<file path="src/rtl/p2s_pkg.sv">
package p2s_pkg;
    typedef enum logic {
        RATE_FULL = 1'b0,
        RATE_HALF = 1'b1
    } rate_e;
endpackage

</file>
<file path="src/rtl/p2s_rate_ctrl.sv">
module p2s_rate_ctrl
    import p2s_pkg::*;
#(
    parameter int WIDTH = 8,
    localparam int CW = $clog2(WIDTH)
) (
    input  logic          clk,
    input  logic          rst,
    input  logic          half_rate,
    output logic          tick,
    output logic          boundary,
    output logic [CW-1:0] bit_idx
);
    localparam logic [CW-1:0] LAST = CW'(WIDTH - 1);

    typedef struct packed {
        rate_e         rate;
        logic          phase;
        logic [CW-1:0] cnt;
    } state_t;

    state_t st_d, st_q;

    always_comb begin
        st_d     = st_q;
        tick     = (st_q.rate == RATE_HALF) ? st_q.phase : 1'b1;
        boundary = tick && (st_q.cnt == LAST);
        if (boundary) begin
            st_d.rate  = half_rate ? RATE_HALF : RATE_FULL;
            st_d.cnt   = '0;
            st_d.phase = ~half_rate;
        end else begin
            st_d.phase = (st_q.rate == RATE_HALF) ? ~st_q.phase : 1'b1;
            if (tick) st_d.cnt = st_q.cnt + CW'(1);
        end
    end

    always_ff @(posedge clk) begin
        if (rst) begin
            st_q.rate  <= RATE_FULL;
            st_q.phase <= 1'b1;
            st_q.cnt   <= LAST;
        end else begin
            st_q <= st_d;
        end
    end

    assign bit_idx = st_q.cnt;

    // Rate only moves at a capture edge
    assert_rate_hold_R5: assert property (@(posedge clk) disable iff (rst)
        !boundary |=> st_q.rate == $past(st_q.rate));

    // At half rate a bit step is never followed by another in the next clock
    assert_half_tick_R3: assert property (@(posedge clk) disable iff (rst)
        (st_q.rate == RATE_HALF && tick && !boundary) |=> !tick);

    // Bit index walks up by one per step inside a word
    assert_count_step_R4: assert property (@(posedge clk) disable iff (rst)
        (tick && !boundary) |=> bit_idx == $past(bit_idx) + CW'(1));
endmodule

</file>
<file path="src/rtl/p2s_word_shifter.sv">
module p2s_word_shifter #(
    parameter int WIDTH = 8
) (
    input  logic             clk,
    input  logic             rst,
    input  logic             load,
    input  logic             step,
    input  logic [WIDTH-1:0] din,
    output logic             bit_out
);
    typedef struct packed {
        logic [WIDTH-1:0] sh;
    } state_t;

    state_t st_d, st_q;

    always_comb begin
        st_d = st_q;
        if (load)      st_d.sh = din;
        else if (step) st_d.sh = {1'b0, st_q.sh[WIDTH-1:1]};
    end

    always_ff @(posedge clk) begin
        if (rst) st_q <= '0;
        else     st_q <= st_d;
    end

    assign bit_out = st_q.sh[0];

    // Lowest input bit leaves first after a capture
    assert_first_bit_R1: assert property (@(posedge clk) disable iff (rst)
        load |=> bit_out == $past(din[0]));
endmodule

</file>
<file path="src/rtl/p2s_bit_delay.sv">
module p2s_bit_delay #(
    parameter int LATENCY = 7
) (
    input  logic clk,
    input  logic rst,
    input  logic din,
    output logic dout
);
    typedef struct packed {
        logic [LATENCY-1:0] line;
    } state_t;

    state_t st_d, st_q;

    generate
        if (LATENCY == 1) begin : g_single
            always_comb st_d.line = din;
        end else begin : g_chain
            always_comb st_d.line = {st_q.line[LATENCY-2:0], din};
        end
    endgenerate

    always_ff @(posedge clk) begin
        if (rst) st_q <= '0;
        else     st_q <= st_d;
    end

    assign dout = st_q.line[LATENCY-1];
endmodule

</file>
<file path="src/rtl/p2s_word_clock.sv">
module p2s_word_clock #(
    parameter int WIDTH = 8,
    localparam int CW = $clog2(WIDTH)
) (
    input  logic          clk,
    input  logic          rst,
    input  logic [CW-1:0] bit_idx,
    output logic          word_clk
);
    localparam logic [CW-1:0] HALF = CW'(WIDTH / 2);

    logic wclk_d, wclk_q;

    always_comb wclk_d = (bit_idx < HALF);

    always_ff @(negedge clk) begin
        if (rst) wclk_q <= 1'b0;
        else     wclk_q <= wclk_d;
    end

    assign word_clk = wclk_q;
endmodule

</file>
<file path="src/rtl/p2s_serializer.sv">
module p2s_serializer
    import p2s_pkg::*;
#(
    parameter int WIDTH   = 8,
    parameter int LATENCY = 7,
    localparam int CW = $clog2(WIDTH)
) (
    input  logic             clk,
    input  logic             rst,
    input  logic             half_rate,
    input  logic [WIDTH-1:0] par_in,
    output logic             ser_out,
    output logic             word_clk
);
    logic          tick, boundary, raw_bit;
    logic [CW-1:0] bit_idx;

    p2s_rate_ctrl #(.WIDTH(WIDTH)) u_rate (
        .clk(clk), .rst(rst), .half_rate(half_rate),
        .tick(tick), .boundary(boundary), .bit_idx(bit_idx)
    );

    p2s_word_shifter #(.WIDTH(WIDTH)) u_shift (
        .clk(clk), .rst(rst), .load(boundary), .step(tick),
        .din(par_in), .bit_out(raw_bit)
    );

    p2s_bit_delay #(.LATENCY(LATENCY)) u_delay (
        .clk(clk), .rst(rst), .din(raw_bit), .dout(ser_out)
    );

    p2s_word_clock #(.WIDTH(WIDTH)) u_wclk (
        .clk(clk), .rst(rst), .bit_idx(bit_idx), .word_clk(word_clk)
    );

    // Output is quiet on the cycle after a reset edge
    assert_quiet_after_reset_R8: assert property (@(posedge clk)
        $past(rst) |-> !ser_out);
endmodule

</file>
<file path="config.mk">
export PLATFORM = sky130hd
export DESIGN_NAME = p2s_serializer
export DESIGN_NICKNAME = d
export VERILOG_FILES = /design/src/rtl/p2s_pkg.sv /design/src/rtl/p2s_rate_ctrl.sv /design/src/rtl/p2s_word_shifter.sv /design/src/rtl/p2s_bit_delay.sv /design/src/rtl/p2s_word_clock.sv /design/src/rtl/p2s_serializer.sv
export SDC_FILE = /design/constraint.sdc
export NUM_CORES = 1
export LEC_CHECK = 0
export BUFFER_PORTS_ARGS = -buffer_cell sky130_fd_sc_hd__buf_2
export CAP_MARGIN = 20
export CORE_ASPECT_RATIO = 1.2
export CORE_MARGIN = 2
export CORE_UTILIZATION = 50
export DETAILED_ROUTE_END_ITERATION = 10
export GPL_TIMING_DRIVEN = 0
export PLACE_DENSITY = 0.82
export SYNTH_ARGS = -nofsm -noshare
export SYNTH_HDL_FRONTEND = slang
export SYNTH_SLANG_ARGS = --single-unit
</file>
<file path="constraint.sdc">
create_clock -name clk -period 2.1 [get_ports clk]
set_input_delay 0 -clock clk [delete_from_list [all_inputs] [get_ports clk]]
set_output_delay 0 -clock clk [all_outputs]
set_load 0.02 [all_outputs]
</file>
==> impl_metrics.py, run 1 <==
metrics = {
    "status": {
        "outcome": "finished, final reports clean",
    },
    "min_path": {
        "hold_class": "in2reg",
    },
    "critical_path": {
        "critPathTopFamily": "flip-flops",
        "cp.buffers_inverters": 1,
        "cp_cell_sequence": "buf_2",
        "path_class": "reg2out",
        "critPathSlowestCell": "dfxtp_1",
        "cpPeakStageDelay_ns": 0.29,
        "required_ns": 2.10,
        "cp_max_fo": 1,
        "cp-start-kind": "flop",
        "arrival_ns": 1.84,
        "endpoint_kind": "output pin",
    },
    "clocking": {
        "root_buffer": "clkbuf_4",
        "clk_pin_slew_ns": 0.11,
        "post_cts_buffers": 0,
        "cts_tree": "done",
        "cts_buffers": 3,
        "htreeDepth": 1,
        "hold_buffers": 3,
        "cts.sinks": 21,
        "clock_path_buffers": 2,
        "cts.repair.resized": 0,
        "clkLatencyLatePin_ns": 0.35,
    },
    "cells_and_area": {
        "drive_gt1_frac": 0.277,
        "final_cell_mix": "21 x dfxtp_1, 13 x buf_2, 9 x nor2_1",
        "nets": 108,
        "post-route-util": 0.608,
        "layout_commonest_cell": "dfxtp_1",
        "syn_to_final_growth_pct": 16.9,
        "diodes": 0,
    },
    "synth": {
        "yosys-top-cells-area": "dfxtp_1 51%, a211oi_2 11%, mux2i_1 9.7%, nor2b_1 5.3%, nor2_1 4.1%",
        "synth-async-reset-ratio": 0,
        "seq_area_frac_synth": 0.511,
        "yosys.area.top_type": "dfxtp_1",
        "yosys.cell_types.count": 22,
        "syn_inst": 75,
        "yosys_warnings": 0,
        "ys_seq_elements": 21,
        "synthesis.nets": 88,
        "synth-main-ff-cell": "dfxtp_1",
        "avgSynthCellArea_um2": 11.0,
        "yosys.area.top_type_share": 0.511,
        "netlist_area_um2": 823,
        "synth_edf_count": 0,
    },
    "route": {
        "drt-initial-drc-count": 7,
        "via_per_inst": 4.98,
        "wire_per_inst_um": 11.9,
        "dr.pass1.iters": 2,
        "vias": 558,
        "drc": 0,
        "ant_nets": 0,
        "finalWirelength_mm": 1.34,
    },
    "grt": {
        "grtUsageTotal": 0.169,
        "grt_pass1_wl_mm": 2.28,
        "antenna_found_initial": 0,
        "grt_start_max_net_pins": 12,
        "grt-ovfl-total": 0,
        "grt_pass1_vias": 530,
    },
    "floorplan": {
        "fp.dieH_um": 48.5,
        "io_pins": 13,
        "core_area_um2": 1580,
        "die_area_um2": 1990,
        "initial_utilization": 0.521,
        "dieWidth_um": 41.0,
        "row_count": 16,
    },
    "sta": {
        "rsz0062_at_grt": "no",
        "drv_slew": 0,
        "slew_headroom": 0.721,
        "setup-violations-final": 0,
        "finClkSkew_ns": 0.0561,
        "tns_ns": 0,
        "worst_pin_slew_ns": 0.418,
        "finalHoldViolations": 0,
    },
    "pwr": {
        "power.density_nw_per_um2": 949,
        "power_leakage_nw": 0.423,
        "peakVddDrop_mv": 0.582,
    },
    "placed_design": {
        "dp_hpwl_um": 911,
        "portBuffers": 12,
        "gp_congestion": 0.680,
    },
    "flow_run": {
        "drv_cap": 0,
    },
}
sequential cells by signal, indices dropped and copies added, names as in the netlist:
signal           cells
u_rate.bit_idx       3
u_rate.st_q          2
u_delay.st_q         7
u_wclk.word_clk      1
u_shift.st_q         8
logic make-up after synthesis:
logic type / Yosys count / synth area share
AO/OA/AOI/OAI: 11 / 0.143
AND/OR/NAND/NOR: 27 / 0.167
flip-flops: 21 / 0.511
multiplexers: 8 / 0.0973
buffers and inverters: 6 / 0.0517
adder cells (fa/ha/maj): 2 / 0.0304
stage by stage:
stage          total power, mW  worst slack, ns  area, µm²  instances  hold slack [ns]
2_1_floorplan            0.687            0.564        823         75            0.104
3_3_place_gp             0.723            0.507        906        105            0.215
3_5_place_dp             0.735            0.491        906        105            0.222
4_1_cts                  0.927            0.249        962        112           0.0653
5_1_grt                  0.975            0.203        962        112           0.0857
6_report                 0.913            0.258        962        112           0.0734
cell usage after synthesis, types with 2 or more instances:
master and instances:
mux2i_1 8, nor2_1 9, nor2b_1 7, a211o_1 2, ha_1 2, nand2_1 4, a211oi_2 7, buf_6 2
dfxtp_1 21
area by class of cell:
type,count,area (µm²)
multi-input combinational,48,360
fill,142,619
clock buffer,3,22.5
sequential,21,420
tap,18,22.5
timing repair buffer,15,90.1
buffer,5,38.8
clock inverter,2,7.51
metal layers:
metal  wire length, µm  track usage  up-vias  part of all wire
met5                 0            0        -                 0
met4                42        0.117        0             0.031
met1               622        0.218      246              0.47
met2               635        0.245        9              0.48
met3                35       0.0275        4             0.026
li1                  -            -      299                 -
power by group:
group	total (mW)	internal, mW	switching, mW
Sequential	0.487	0.456	0.0314
Combinational	0.236	0.128	0.108
Clock	0.190	0.0717	0.118
Total	0.913	0.655	0.258
worst paths after layout:
check / startpoint / endpoint / slack, ns / cells past startpoint
min: par_in[2] / u_shift.st_q[2] / 0.07 / 3
max: u_wclk.word_clk / word_clk / 0.26 / 1
min reg2reg: u_delay.st_q[5] / u_delay.st_q[6] / 0.45 / 1
max reg2reg: u_rate.bit_idx[2] / u_wclk.word_clk / 0.56 / 1
(Power assumes the default switching activity.)
==> run 2, diff against run 1 <==
--- a/config.mk
+++ b/config.mk
@@ -5,14 +5,15 @@
 export SDC_FILE = /design/constraint.sdc
 export NUM_CORES = 1
 export LEC_CHECK = 0
-export BUFFER_PORTS_ARGS = -buffer_cell sky130_fd_sc_hd__buf_2
 export CAP_MARGIN = 20
 export CORE_ASPECT_RATIO = 1.2
 export CORE_MARGIN = 2
 export CORE_UTILIZATION = 50
+export CTS_CLUSTER_SIZE = 8
 export DETAILED_ROUTE_END_ITERATION = 10
+export DONT_BUFFER_PORTS = 1
 export GPL_TIMING_DRIVEN = 0
-export PLACE_DENSITY = 0.82
+export PLACE_DENSITY = 0.75
 export SYNTH_ARGS = -nofsm -noshare
 export SYNTH_HDL_FRONTEND = slang
 export SYNTH_SLANG_ARGS = --single-unit
==> impl_metrics.py, run 2 (synthesis gave the netlist of run 1 again) <==
metrics = {
    "cells_and_area": {
        "syn_to_final_growth_pct": 18.2,
        "nFillCells": 138,
        "nets": 103,
        "layout_commonest_cell": "dfxtp_1",
        "finalNonFillerCells": 107,
        "drive_gt1_frac": 0.169,
        "largest_reg_flops": 8,
        "diodes": 0,
        "largest-register": "u_shift.st_q",
        "final_cell_mix": "21 x dfxtp_1, 10 x dlygate4sd3_1, 9 x nor2_1",
    },
    "critical_path": {
        "required_ns": 2.30,
        "critPathSlowestCell": "dlygate4sd3_1",
        "r2r-end": "u_rate.st_q[3]",
        "r2r_setup_slack_ns": 0.19,
        "path_class": "reg2reg",
        "timing.rr.start": "u_rate.bit_idx[0]",
        "cpPeakStageDelay_ns": 0.56,
        "reg2reg_depth": 5,
        "endpoint_kind": "flop",
        "path_common_cell": "ha_1",
        "cp-start-kind": "flop",
        "arrival_ns": 2.11,
        "cp_cell_sequence": "ha_1, ha_1, mux2i_1, or3_1, dlygate4sd3_1",
        "cp_max_fo": 4,
    },
    "placed_design": {
        "portBuffers": 0,
        "gp_congestion": 0.660,
        "pre_cts_slack_ns": 0.539,
        "dpl.cell_count": 93,
        "dp_hpwl_um": 870,
    },
    "grt": {
        "grt_pass1_wl_mm": 2.16,
        "grtUsageTotal": 0.161,
        "grt-ovfl-total": 0,
        "grt_pass1_vias": 534,
        "antenna_found_initial": 0,
        "grt_start_max_net_pins": 13,
    },
    "floorplan": {
        "fp.dieH_um": 48.5,
        "dieWidth_um": 41.0,
        "row_count": 16,
        "io_pins": 13,
        "core_area_um2": 1580,
        "die_area_um2": 1990,
        "initial_utilization": 0.521,
    },
    "clocking": {
        "clk_pin_slew_ns": 0.11,
        "clock_path_buffers": 2,
        "root_buffer": "clkbuf_4",
        "cts.sinks": 21,
        "cts_tree": "done",
        "cts_buffers": 3,
        "htreeDepth": 1,
        "clkLatencyLatePin_ns": 0.34,
        "cts.repair.resized": 0,
    },
    "status": {
        "outcome": "finished, violations left",
        "violations": "negative hold slack",
    },
    "flow_run": {
        "drv_cap": 0,
    },
    "min_path": {
        "hold_depth": 2,
        "hold_class": "in2reg",
        "holdCritStartpoint": "par_in[6]",
        "hold_end": "u_shift.st_q[6]",
    },
    "pwr": {
        "peakVddDrop_mv": 0.509,
        "power.density_nw_per_um2": 935,
        "power_leakage_nw": 0.395,
    },
    "sta": {
        "finalCritPeriodShare": 0.911,
        "rsz0062_at_grt": "no",
        "finalHoldViolations": 1,
        "min_period_ns": 1.91,
        "slew_headroom": 0.743,
        "tns_ns": 0,
        "fmax_ghz": 0.523,
        "hold_ws_ns": -0.0111,
        "drv_slew": 0,
        "layout_setup_ws_ns": 0.186,
        "worst_pin_slew_ns": 0.385,
        "finClkSkew_ns": 0.0521,
        "setup-violations-final": 0,
    },
    "route": {
        "wire_per_inst_um": 11.9,
        "dr.pass1.iters": 3,
        "via_per_inst": 5.10,
        "finalWirelength_mm": 1.27,
        "vias": 546,
        "drc": 0,
        "drt-initial-drc-count": 2,
        "ant_nets": 0,
    },
}
run 2: changes by cell type in the layout (fill, tap and decap cells not counted), sizes merged:
cell,delta
buf,-12
dlygate4sd3,+7
clkinvlp,+1
inv,-1
run 2: power breakdown:
| group | total (mW) | internal (mW) | switching [mW] |
|---|---|---|---|
| Clock | 0.189 | 0.0723 | 0.116 |
| Sequential | 0.490 | 0.456 | 0.0344 |
| Combinational | 0.231 | 0.131 | 0.100 |
run 2: layout make-up:
cell class,count,area [µm²],area share
Multi-Input combinational cell,48,360,0.370
Clock inverter,2,8.76,0.00900
Sequential cell,21,420,0.432
Tap cell,18,22.5,0.0231
Timing Repair Buffer,10,100,0.103
Clock buffer,3,22.5,0.0231
Buffer,5,38.8,0.0398
run 2: critical path: cells and delay by family (launching register included):
family / cells / cell delay [ns]
buffers and inverters: 1 / 0.56
adder cells (fa/ha/maj): 2 / 0.45
flip-flops: 1 / 0.34
AND/OR/NAND/NOR: 1 / 0.30
multiplexers: 1 / 0.14
run 2: worst max path at each step:
stage	startpoint	depth (start not counted)	endpoint	slack, ns
after floorplan	u_rate.bit_idx[2]	1	u_wclk.word_clk	0.56
after global placement	u_rate.bit_idx[2]	1	u_wclk.word_clk	0.54
after detailed placement	u_rate.bit_idx[2]	1	u_wclk.word_clk	0.54
after CTS	u_rate.bit_idx[0]	5	u_rate.st_q[3]	0.20
after global routing	u_rate.bit_idx[0]	5	u_rate.st_q[3]	0.10
final	u_rate.bit_idx[0]	5	u_rate.st_q[3]	0.19
run 2: stage by stage:
step	power [mW]	utilization	instance area (µm²)
final	0.910	0.616	973
after CTS	0.917	0.609	963
after floorplan	0.687	-	823
after global routing	0.963	0.616	973
after global placement	0.712	0.535	846
after detailed placement	0.723	0.535	846
run 2: layer usage:
layer,GRT usage,up-vias,part of all wire
li1,-,284,-
met1,0.185,250,0.43
met2,0.255,8,0.51
met3,0.0275,4,0.033
met4,0.100,0,0.024
met5,0,-,0
run 2: repair_timing:
item | 4_1_cts | 5_1_grt
setup buffers | 0 | 0
hold buffers | 9 | 1
hold endpoints to repair | 8 | 1
setup endpoints to repair | 0 | 0
